`config.mk`:
```
export PLATFORM = sky130hd
export DESIGN_NAME = sound_timer_unit
export DESIGN_NICKNAME = d
export VERILOG_FILES = /design/src/rtl/sts_pkg.sv /design/src/rtl/sts_prescaler.sv /design/src/rtl/sts_channel.sv /design/src/rtl/sts_regbus.sv /design/src/rtl/sound_timer_unit.sv
export SDC_FILE = /design/constraint.sdc
export NUM_CORES = 1
export LEC_CHECK = 0
export ABC_AREA = 0
export CORE_ASPECT_RATIO = 0.5
export CORE_MARGIN = 2
export CORE_UTILIZATION = 52
export DETAILED_ROUTE_END_ITERATION = 10
export PLACE_DENSITY = 0.71
export SLEW_MARGIN = 20
export SYNTH_ARGS = -nofsm -noshare
export SYNTH_HDL_FRONTEND = slang
export SYNTH_SLANG_ARGS = --single-unit
```
`constraint.sdc`:
```
create_clock -name clk -period 3.4 [get_ports clk]
set_input_delay 0.85 -clock clk [delete_from_list [all_inputs] [get_ports clk]]
set_output_delay 0.85 -clock clk [all_outputs]
set_load 0.02 [all_outputs]
```
`src/rtl/sts_pkg.sv`:
```
package sts_pkg;

  localparam int STAGE_W = 8;
  localparam int RES_W   = 4;
  localparam int DATA_W  = 8;

  // Advance a stage counter by one tick. Bit STAGE_W is the match flag;
  // the low bits are the next stage value (0 after a match).
  function automatic logic [STAGE_W:0] sts_advance(
    input logic [STAGE_W-1:0] cur,
    input logic [STAGE_W-1:0] tgt
  );
    logic [STAGE_W-1:0] inc;
    inc = cur + STAGE_W'(1);
    if (inc == tgt) return {1'b1, {STAGE_W{1'b0}}};
    return {1'b0, inc};
  endfunction

  // Result counter step, wrapping modulo 2**RES_W.
  function automatic logic [RES_W-1:0] sts_bump(input logic [RES_W-1:0] v);
    return v + RES_W'(1);
  endfunction

  // Is this prescaler count the last one of a period of length div?
  function automatic logic sts_period_end(input int unsigned cnt, input int unsigned div);
    return (cnt % div) == (div - 1);
  endfunction

endpackage

```
`src/rtl/sts_prescaler.sv`:
```
module sts_prescaler #(
  parameter int SLOW_DIV = 128,
  parameter int FAST_DIV = 16
) (
  input  logic clk,
  input  logic rst_n,
  input  logic cycle_tick,
  output logic slow_tick,
  output logic fast_tick
);
  import sts_pkg::*;

  localparam int PW = (SLOW_DIV > 1) ? $clog2(SLOW_DIV) : 1;

  logic [PW-1:0] pcnt;

  always_ff @(posedge clk) begin
    if (!rst_n) begin
      pcnt <= '0;
    end else if (cycle_tick) begin
      if (pcnt == PW'(SLOW_DIV - 1)) pcnt <= '0;
      else                           pcnt <= pcnt + PW'(1);
    end
  end

  assign slow_tick = cycle_tick && sts_period_end(int'(pcnt), SLOW_DIV);
  assign fast_tick = cycle_tick && sts_period_end(int'(pcnt), FAST_DIV);

endmodule

```
`src/rtl/sts_channel.sv`:
```
module sts_channel (
  input  logic                        clk,
  input  logic                        rst_n,
  input  logic                        tick,
  input  logic                        en,
  input  logic                        rise,
  input  logic                        tgt_we,
  input  logic [sts_pkg::DATA_W-1:0]  wdata,
  input  logic                        clr,
  output logic [sts_pkg::STAGE_W-1:0] stage_cnt,
  output logic [sts_pkg::RES_W-1:0]   res_cnt,
  output logic                        match
);
  import sts_pkg::*;

  logic [STAGE_W-1:0] target;
  logic [STAGE_W:0]   adv;

  assign adv   = sts_advance(stage_cnt, target);
  assign match = en && tick && adv[STAGE_W];

  always_ff @(posedge clk) begin
    if (!rst_n) begin
      target    <= '0;
      stage_cnt <= '0;
      res_cnt   <= '0;
    end else begin
      if (tgt_we) target <= wdata[STAGE_W-1:0];

      if (rise)             stage_cnt <= '0;
      else if (en && tick)  stage_cnt <= adv[STAGE_W-1:0];

      if (rise || clr)      res_cnt <= '0;
      else if (match)       res_cnt <= sts_bump(res_cnt);
    end
  end

endmodule

```
`src/rtl/sts_regbus.sv`:
```
module sts_regbus #(
  parameter int N_CH   = 3,
  parameter int ADDR_W = 3
) (
  input  logic [ADDR_W-1:0]             bus_addr,
  input  logic                          bus_wr,
  input  logic                          bus_rd,
  input  logic [N_CH*sts_pkg::RES_W-1:0] res_flat,
  output logic                          ctrl_we,
  output logic [N_CH-1:0]               tgt_we,
  output logic [N_CH-1:0]               res_clr,
  output logic [sts_pkg::DATA_W-1:0]    rdata
);
  import sts_pkg::*;

  localparam int TGT_BASE = 1;
  localparam int RES_BASE = 1 + N_CH;

  assign ctrl_we = bus_wr && (bus_addr == ADDR_W'(0));

  logic [N_CH-1:0]        rd_hit;
  logic [DATA_W-1:0]      rd_part [N_CH];

  for (genvar g = 0; g < N_CH; g++) begin : g_dec
    assign tgt_we[g]  = bus_wr && (bus_addr == ADDR_W'(TGT_BASE + g));
    assign rd_hit[g]  = bus_rd && (bus_addr == ADDR_W'(RES_BASE + g));
    assign res_clr[g] = rd_hit[g] || (bus_wr && (bus_addr == ADDR_W'(RES_BASE + g)));
    assign rd_part[g] = rd_hit[g] ? {{(DATA_W-RES_W){1'b0}}, res_flat[g*RES_W +: RES_W]}
                                  : '0;
  end

  always_comb begin
    rdata = '0;
    for (int i = 0; i < N_CH; i++) rdata = rdata | rd_part[i];
  end

endmodule

```
`src/rtl/sound_timer_unit.sv`:
```
module sound_timer_unit #(
  parameter int N_CH      = 3,
  parameter int FAST_MASK = 3'b100,
  parameter int SLOW_DIV  = 128,
  parameter int FAST_DIV  = 16,
  parameter int ADDR_W    = 3
) (
  input  logic                       clk,
  input  logic                       rst_n,
  input  logic                       cycle_tick,
  input  logic [ADDR_W-1:0]          bus_addr,
  input  logic [sts_pkg::DATA_W-1:0] bus_wdata,
  input  logic                       bus_wr,
  input  logic                       bus_rd,
  output logic [sts_pkg::DATA_W-1:0] bus_rdata
);
  import sts_pkg::*;

  // Named internal events, visible to the bound checker.
  logic                   slow_tick, fast_tick;
  logic                   ctrl_we;
  logic [N_CH-1:0]        en_q;
  logic [N_CH-1:0]        tick_vec, rise_vec, match_vec, clr_vec, tgt_we;
  logic [N_CH*STAGE_W-1:0] stage_flat;
  logic [N_CH*RES_W-1:0]   res_flat;

  sts_prescaler #(.SLOW_DIV(SLOW_DIV), .FAST_DIV(FAST_DIV)) u_pre (
    .clk(clk), .rst_n(rst_n), .cycle_tick(cycle_tick),
    .slow_tick(slow_tick), .fast_tick(fast_tick)
  );

  sts_regbus #(.N_CH(N_CH), .ADDR_W(ADDR_W)) u_bus (
    .bus_addr(bus_addr), .bus_wr(bus_wr), .bus_rd(bus_rd),
    .res_flat(res_flat), .ctrl_we(ctrl_we), .tgt_we(tgt_we),
    .res_clr(clr_vec), .rdata(bus_rdata)
  );

  always_ff @(posedge clk) begin
    if (!rst_n)       en_q <= '0;
    else if (ctrl_we) en_q <= bus_wdata[N_CH-1:0];
  end

  for (genvar g = 0; g < N_CH; g++) begin : g_ch
    if (FAST_MASK[g]) begin : g_fast
      assign tick_vec[g] = fast_tick;
    end else begin : g_slow
      assign tick_vec[g] = slow_tick;
    end

    assign rise_vec[g] = ctrl_we && bus_wdata[g] && !en_q[g];

    sts_channel u_ch (
      .clk(clk), .rst_n(rst_n), .tick(tick_vec[g]), .en(en_q[g]),
      .rise(rise_vec[g]), .tgt_we(tgt_we[g]), .wdata(bus_wdata),
      .clr(clr_vec[g]),
      .stage_cnt(stage_flat[g*STAGE_W +: STAGE_W]),
      .res_cnt(res_flat[g*RES_W +: RES_W]),
      .match(match_vec[g])
    );
  end

endmodule

```
## Yosys cells after proc, flatten, opt, wreduce, memory -nomap -nowiden

Index checks and enable logic that the tools add are counted.

| storage, ports and cells | value |
|---|---|
| register bits | 70 |
| input port bits | 16 |
| output and inout bits | 8 |
| logic and storage cells | 85 |

| operators by class | value |
|---|---|
| $add $sub $neg | 7 |
| equal/unequal tests | 11 |
| multiplexer cells | 13 |
| bitwise gates (word level) | 3 |
| reductions and logical operators | 40 |

Operators with widths:

| kind | count |
|---|---|
| 9-bit 2-to-1 mux | 6 |
| 8-bit by 1-bit adder with 8-bit output, second input constant | 3 |
| 8-bit == test | 3 |
| 1-bit logical AND | 24 |
| 8-bit OR | 2 |
| 4-bit by 1-bit adder with 4-bit output, second input constant | 3 |
| 4-bit 2-to-1 mux | 3 |
| 2-bit OR reduction | 6 |
| 3-bit == test, second input constant | 3 |
| 7-bit by 1-bit adder with 7-bit output, second input constant | 1 |
| 7-bit == test, second input constant | 1 |
| 7-bit 2-to-1 mux | 1 |
| 3-bit by 2-bit == test with 1-bit output, second input constant | 2 |
| 1-bit logical OR | 6 |
| 4-bit == test, second input constant | 1 |
| 3-bit by 1-bit == test with 1-bit output, second input constant | 1 |
| 1-bit zero test | 3 |
| 3-bit zero test | 1 |
| 1-bit 2-to-1 mux | 3 |
| 1-bit NOT | 1 |

## Longest topological paths before layout

| depth | value |
|---|---|
| depth after elaboration | 6 |
| mapped depth | 9 |
| gate-level depth less buffers | 7 |

## Hierarchy

From an unflattened synthesis, not the netlist that was laid out.

| second synthesis, totals | value |
|---|---|
| cell total of the unflattened synthesis | 457 |
| area, all modules | 4229.1 µm² |

By module, submodules not included:

| module | times used | cells an instance | area an instance (µm²) | sequential area each (µm²) |
|---|---|---|---|---|
| sts_channel | 3 | 125 | 1178.6 | 400.4 |
| sts_prescaler | 1 | 33 | 319.1 | 140.1 |
| sts_regbus | 1 | 36 | 240.2 | 0.0 |
| sound_timer_unit | 1 | 13 | 133.9 | 60.1 |

## Worst setup path after synthesis

No wires, ideal clock.

| timing path | value |
|---|---|
| kind | input to register |
| start point | input cycle_tick |
| end point | register g_ch[1].u_ch.res_cnt[3] (netlist name) |
| setup time | 0.071 ns |
| data arrival time | 2.494 ns |
| data required time | 3.329 ns |
| slack | 0.835 ns |
| stages on the path | 7 |
| buffers on the path | 1 |
| path through | nand4_2 or3_1 buf_6 nor4_4 o31ai_2 or4_1 a21oi_1 |

| between the ends | value |
|---|---|
| longest elaborated chain between the ends | 3 |

RTL lines:

| item | line | source |
|---|---|---|
| start, declared | sound_timer_unit.sv:10 | `input logic cycle_tick,` |
| 1-bit logical AND | sts_prescaler.sv:26 | `assign slow_tick = cycle_tick && sts_period_end(int'(pcnt), SLOW_DIV);` |
| 1-bit logical AND (2 in a row) | sts_channel.sv:20 | `assign match = en && tick && adv[STAGE_W];` |
| end signal, assigned | sts_channel.sv:34 | `else if (match) res_cnt <= sts_bump(res_cnt);` |
| end, declared | sts_channel.sv:11 | `output logic [sts_pkg::RES_W-1:0] res_cnt,` |

No other way between the ends.
A chain may end at the register's enable or synchronous reset.

## Final worst setup path

| timing path | value |
|---|---|
| start point | input bus_addr[1] |
| end point | output bus_rdata[2] (netlist name) |

| between the ends | value |
|---|---|
| longest elaborated chain between the ends | 5 |
| elaborated cells on any way between the ends | 11 |
| classes of those cells | 3 x eq/ne; 3 x mux; 2 x bitwise; 3 x reduce/logical |

RTL lines:

| item | line | source |
|---|---|---|
| start, declared | sound_timer_unit.sv:11 | `input logic [ADDR_W-1:0] bus_addr,` |
| 3-bit == test | sts_regbus.sv:26 | `assign rd_hit[g] = bus_rd && (bus_addr == ADDR_W'(RES_BASE + g));` |
| 1-bit logical AND | sts_regbus.sv:26 |  |
| 4-bit 2-to-1 mux | sts_regbus.sv:28 | `assign rd_part[g] = rd_hit[g] ? {{(DATA_W-RES_W){1'b0}}, res_flat[g*RES_W +: RES_W]}` |
| 8-bit OR | sts_regbus.sv:34 | `for (int i = 0; i < N_CH; i++) rdata = rdata \| rd_part[i];` |
| 8-bit OR (*) | sts_regbus.sv:34 |  |
| end, declared | sound_timer_unit.sv:15 | `output logic [sts_pkg::DATA_W-1:0] bus_rdata` |

Every way passes the cells marked *; elsewhere a longest branch is shown, timed or not.

==> results.md <==
* Highest-delay cell along the critical path: clkdlybuf4s50_1
* Fmax at 310 MHz
* EDFF count, synth at 0
* Synthesized area at 3850 um2
* Mean Syn Cell Area at 8.36 um2
* Row count at 22
* Total Routing Usage GR at 0.214
* Cell mode on critical path: clkdlybuf4s50_1
* Skew final at 0.00407 ns
* Reg2Reg Depth at 7
* Setup crit start kind: input pin
* Critical path's largest stage delay at 0.62 ns
* Via count at 3189
* Worst-path maximum fanout at 4
* Post-synthesis async set-or-reset flop share at 0
* CP Cell Sequence: clkdlybuf4s50_1 > nor2b_2 > a21oi_1 > nor2_1 > clkdlybuf4s50_1
* Io pins at 24
* Post-synthesis sequential area ratio at 0.364
* Final period util at 0.949
* Worst-skew pair later-pin latency at 0.34 ns
* Setup Total Neg Slack at 0 ns
* Design Area, Final at 4400 um2
* Final HPWL DP at 6000 um
* Internal Power at 0.00139 W
* Relative slew margins at 0.537
* Initial antenna violation count at 0
* Seq pwr share at 0.468
* CP bufs+invs at 2
* Pleak at 1.54 nW
* Final #Nets at 500
* Power Dens Cells at 408 nW/um2
* Clock Sinks at 70
* Vias in the first global route at 2836
* Total grt overflow at 0
* R2R Path End: g_ch[0].u_ch.res_cnt[3]
* Mapped Cells at 461
* Max Slew Vio Count at 0
* RR Startpoint: g_ch[0].u_ch.stage_cnt[0]
* CP delay by family, top: buffers and inverters
* Post-route minimum period at 3.23 ns
* # hold bufs at CTS at 0
* Area grow syn2layout at 14.0%
* Synth cell types at 57
* Critical path endpoint: bus_rdata[2]
* Commonest non-fill, non-tap cell in the layout: dfxtp_1
* Setup violations, final at 0
* Post-synthesis register bit count at 70
* TritonCTS buffer count at 9
* Clock Tree Buf Depth at 2
* Fin util at 0.605
* ANT cells at 0
* Post-CTS Setup Repair Bufs at 0
* Remaining antenna violation count at 0
* Primary flip-flop cell chosen by synthesis mapping: dfxtp_1
* Via density at 5.52
* RSZ-0062 raised after global routing: false
* TritonCTS clock tree: yes
* Clk root buf: clkbuf_16
* Clock-pin slew of the registers on the worst-case setup and hold paths at 0.05 ns
* Worst vdd ir at 0.270 mV
* Status: finished, final reports clean
* I/O Buffers at 19
* Die width at 126 um
* Worst Path Required at 2.55 ns
* Measured slew at the worst slew-check pin at 0.692 ns
* DR pass1 iterations at 4
* Critical Path Sink Type: output pin
* Syn. warnings at 0
* Die Y at 64.9 um
* H-tree levels at 3
* Switching power at 0.000407 W
* Logic gate share of total power at 0.058
* Commonest cells after routing, fill and taps aside: dfxtp_1, nand2_1, nor2_1
* Reg2Reg Setup Slack at 0.87 ns
* Drc violations at 0
* GPL Wtd Cong at 0.869
* Final Hold Viols at 0
* Cell depth of the worst setup path at 5
* WS Path Type: in -> out
* Switching share of total power at 0.227
* Global-route wire length before repair at 13800 um
* Proportion of layout cells with a drive suffix above 1 at 0.0747
* Min-Delay Path Class: reg -> reg
* Final wirelength at 8200 um
* Starting Density at 0.530
* Initial DRC count at 167
* Max cap viols at 0
* Pin count of the biggest net entering global routing at 22
* Core Box Area at 7270 um2
* DR WL/cell at 14.2 um
* Fill cells at 670
* Die area at 8160 um2
* CP arrival at 2.38 ns
* Dpl cell area at 4120 um2
* Crit path launch: bus_addr[1]
* Clk pwr share at 0.475
## timing repair
action / in CTS / in global routing
endpoints found under the setup margin: 0 / 4
gates resized for setup: 0 / 2
hold endpoints to repair: 0 / 0
## worst min-delay path: stages, from the launching register on
cell and delay (ns):
dfxtp_1 0.31, nand2_1 0.05, a21boi_0 0.06
## sequential cells by signal, indices dropped and copies added (netlist names)
name	cells
en_q	3
g_ch.u_ch.res_cnt	12
g_ch.u_ch.stage_cnt	24
g_ch.u_ch.target	24
u_pre.pcnt	7
## final cells by class
cell class	count	area, um2	area share
tap	96	120	0.0273
sequential	70	1400	0.319
multi-input combinational	362	2320	0.528
timing repair buffer	28	260	0.0592
clock inverter	4	22.5	0.00512
clock buffer	12	246	0.0561
inverter	6	22.5	0.00512
## kinds of logic after synthesis
family,count (synthesis),synth area share
xor gates and xnor gates,52,0.118
other,1,0.000973
and+or+nand+nor,203,0.268
muxes,18,0.0467
buffers and inverters,32,0.0376
DFF,70,0.364
adders and majority gates,7,0.0227
AOI/OAI and AO/OA,78,0.142
## per-layer routing
layer / vias up / share of wire / track usage
met5: - / 0 / 0
met3: 10 / 0.034 / 0.0570
met4: 0 / 0.011 / 0.0742
met2: 55 / 0.42 / 0.324
li1: 1633 / - / -
met1: 1491 / 0.53 / 0.295
## worst min-delay path by stage
stage,from,endpoint,slack [ns],cells past startpoint
finish,g_ch[2].u_ch.target[0],g_ch[2].u_ch.target[0],0.47,2
global route,g_ch[2].u_ch.target[0],g_ch[2].u_ch.target[0],0.49,2
CTS,g_ch[2].u_ch.target[0],g_ch[2].u_ch.target[0],0.48,2
detailed placement,g_ch[2].u_ch.target[0],g_ch[2].u_ch.target[0],0.47,2
global placement,g_ch[2].u_ch.target[1],g_ch[2].u_ch.target[1],0.47,2
floorplan,g_ch[1].u_ch.res_cnt[3],g_ch[1].u_ch.res_cnt[3],0.45,2
## metrics by stage
step / power [W] / cells / setup slack [ns] / hold slack, ns
6_report: 0.00179 / 578 / 0.173 / 0.471
5_1_grt: 0.00186 / 578 / 0.112 / 0.489
4_1_cts: 0.00181 / 578 / 0.0482 / 0.478
3_5_place_dp: 0.000958 / 562 / 0.0491 / 0.470
3_3_place_gp: 0.000957 / 562 / 0.0796 / 0.466
2_1_floorplan: 0.000917 / 464 / 0.835 / 0.452
## power groups by stage
stage          clock, W  combinational (W)  sequential (W)
3_5_place_dp          0           0.000102        0.000856
6_report       0.000850           0.000103        0.000838
4_1_cts        0.000872           0.000103        0.000838
5_1_grt        0.000903           0.000113        0.000839
3_3_place_gp          0           0.000101        0.000856
2_1_floorplan         0          0.0000634        0.000854
## synth_stat cells (6+ instances only)
| library cell | count | area (um2) |
|---|---|---|
| nand3_1 | 17 | 85.1 |
| nand2b_1 | 11 | 68.8 |
| xnor2_1 | 34 | 298 |
| mux2i_1 | 18 | 180 |
| ha_1 | 7 | 87.6 |
| nor2b_1 | 15 | 93.8 |
| inv_1 | 6 | 22.5 |
| clkbuf_1 | 18 | 67.6 |
| a21oi_1 | 17 | 85.1 |
| and2_1 | 7 | 43.8 |
| nand4_1 | 8 | 50.1 |
| a21boi_0 | 18 | 135 |
| dfxtp_1 | 70 | 1400 |
| or3_1 | 6 | 37.5 |
| o21ai_0 | 11 | 55.1 |
| nand2_1 | 53 | 199 |
| xor2_1 | 18 | 158 |
| nor3_1 | 7 | 35.0 |
| nor2_1 | 51 | 191 |
Power figures use the tool's default switching activity.
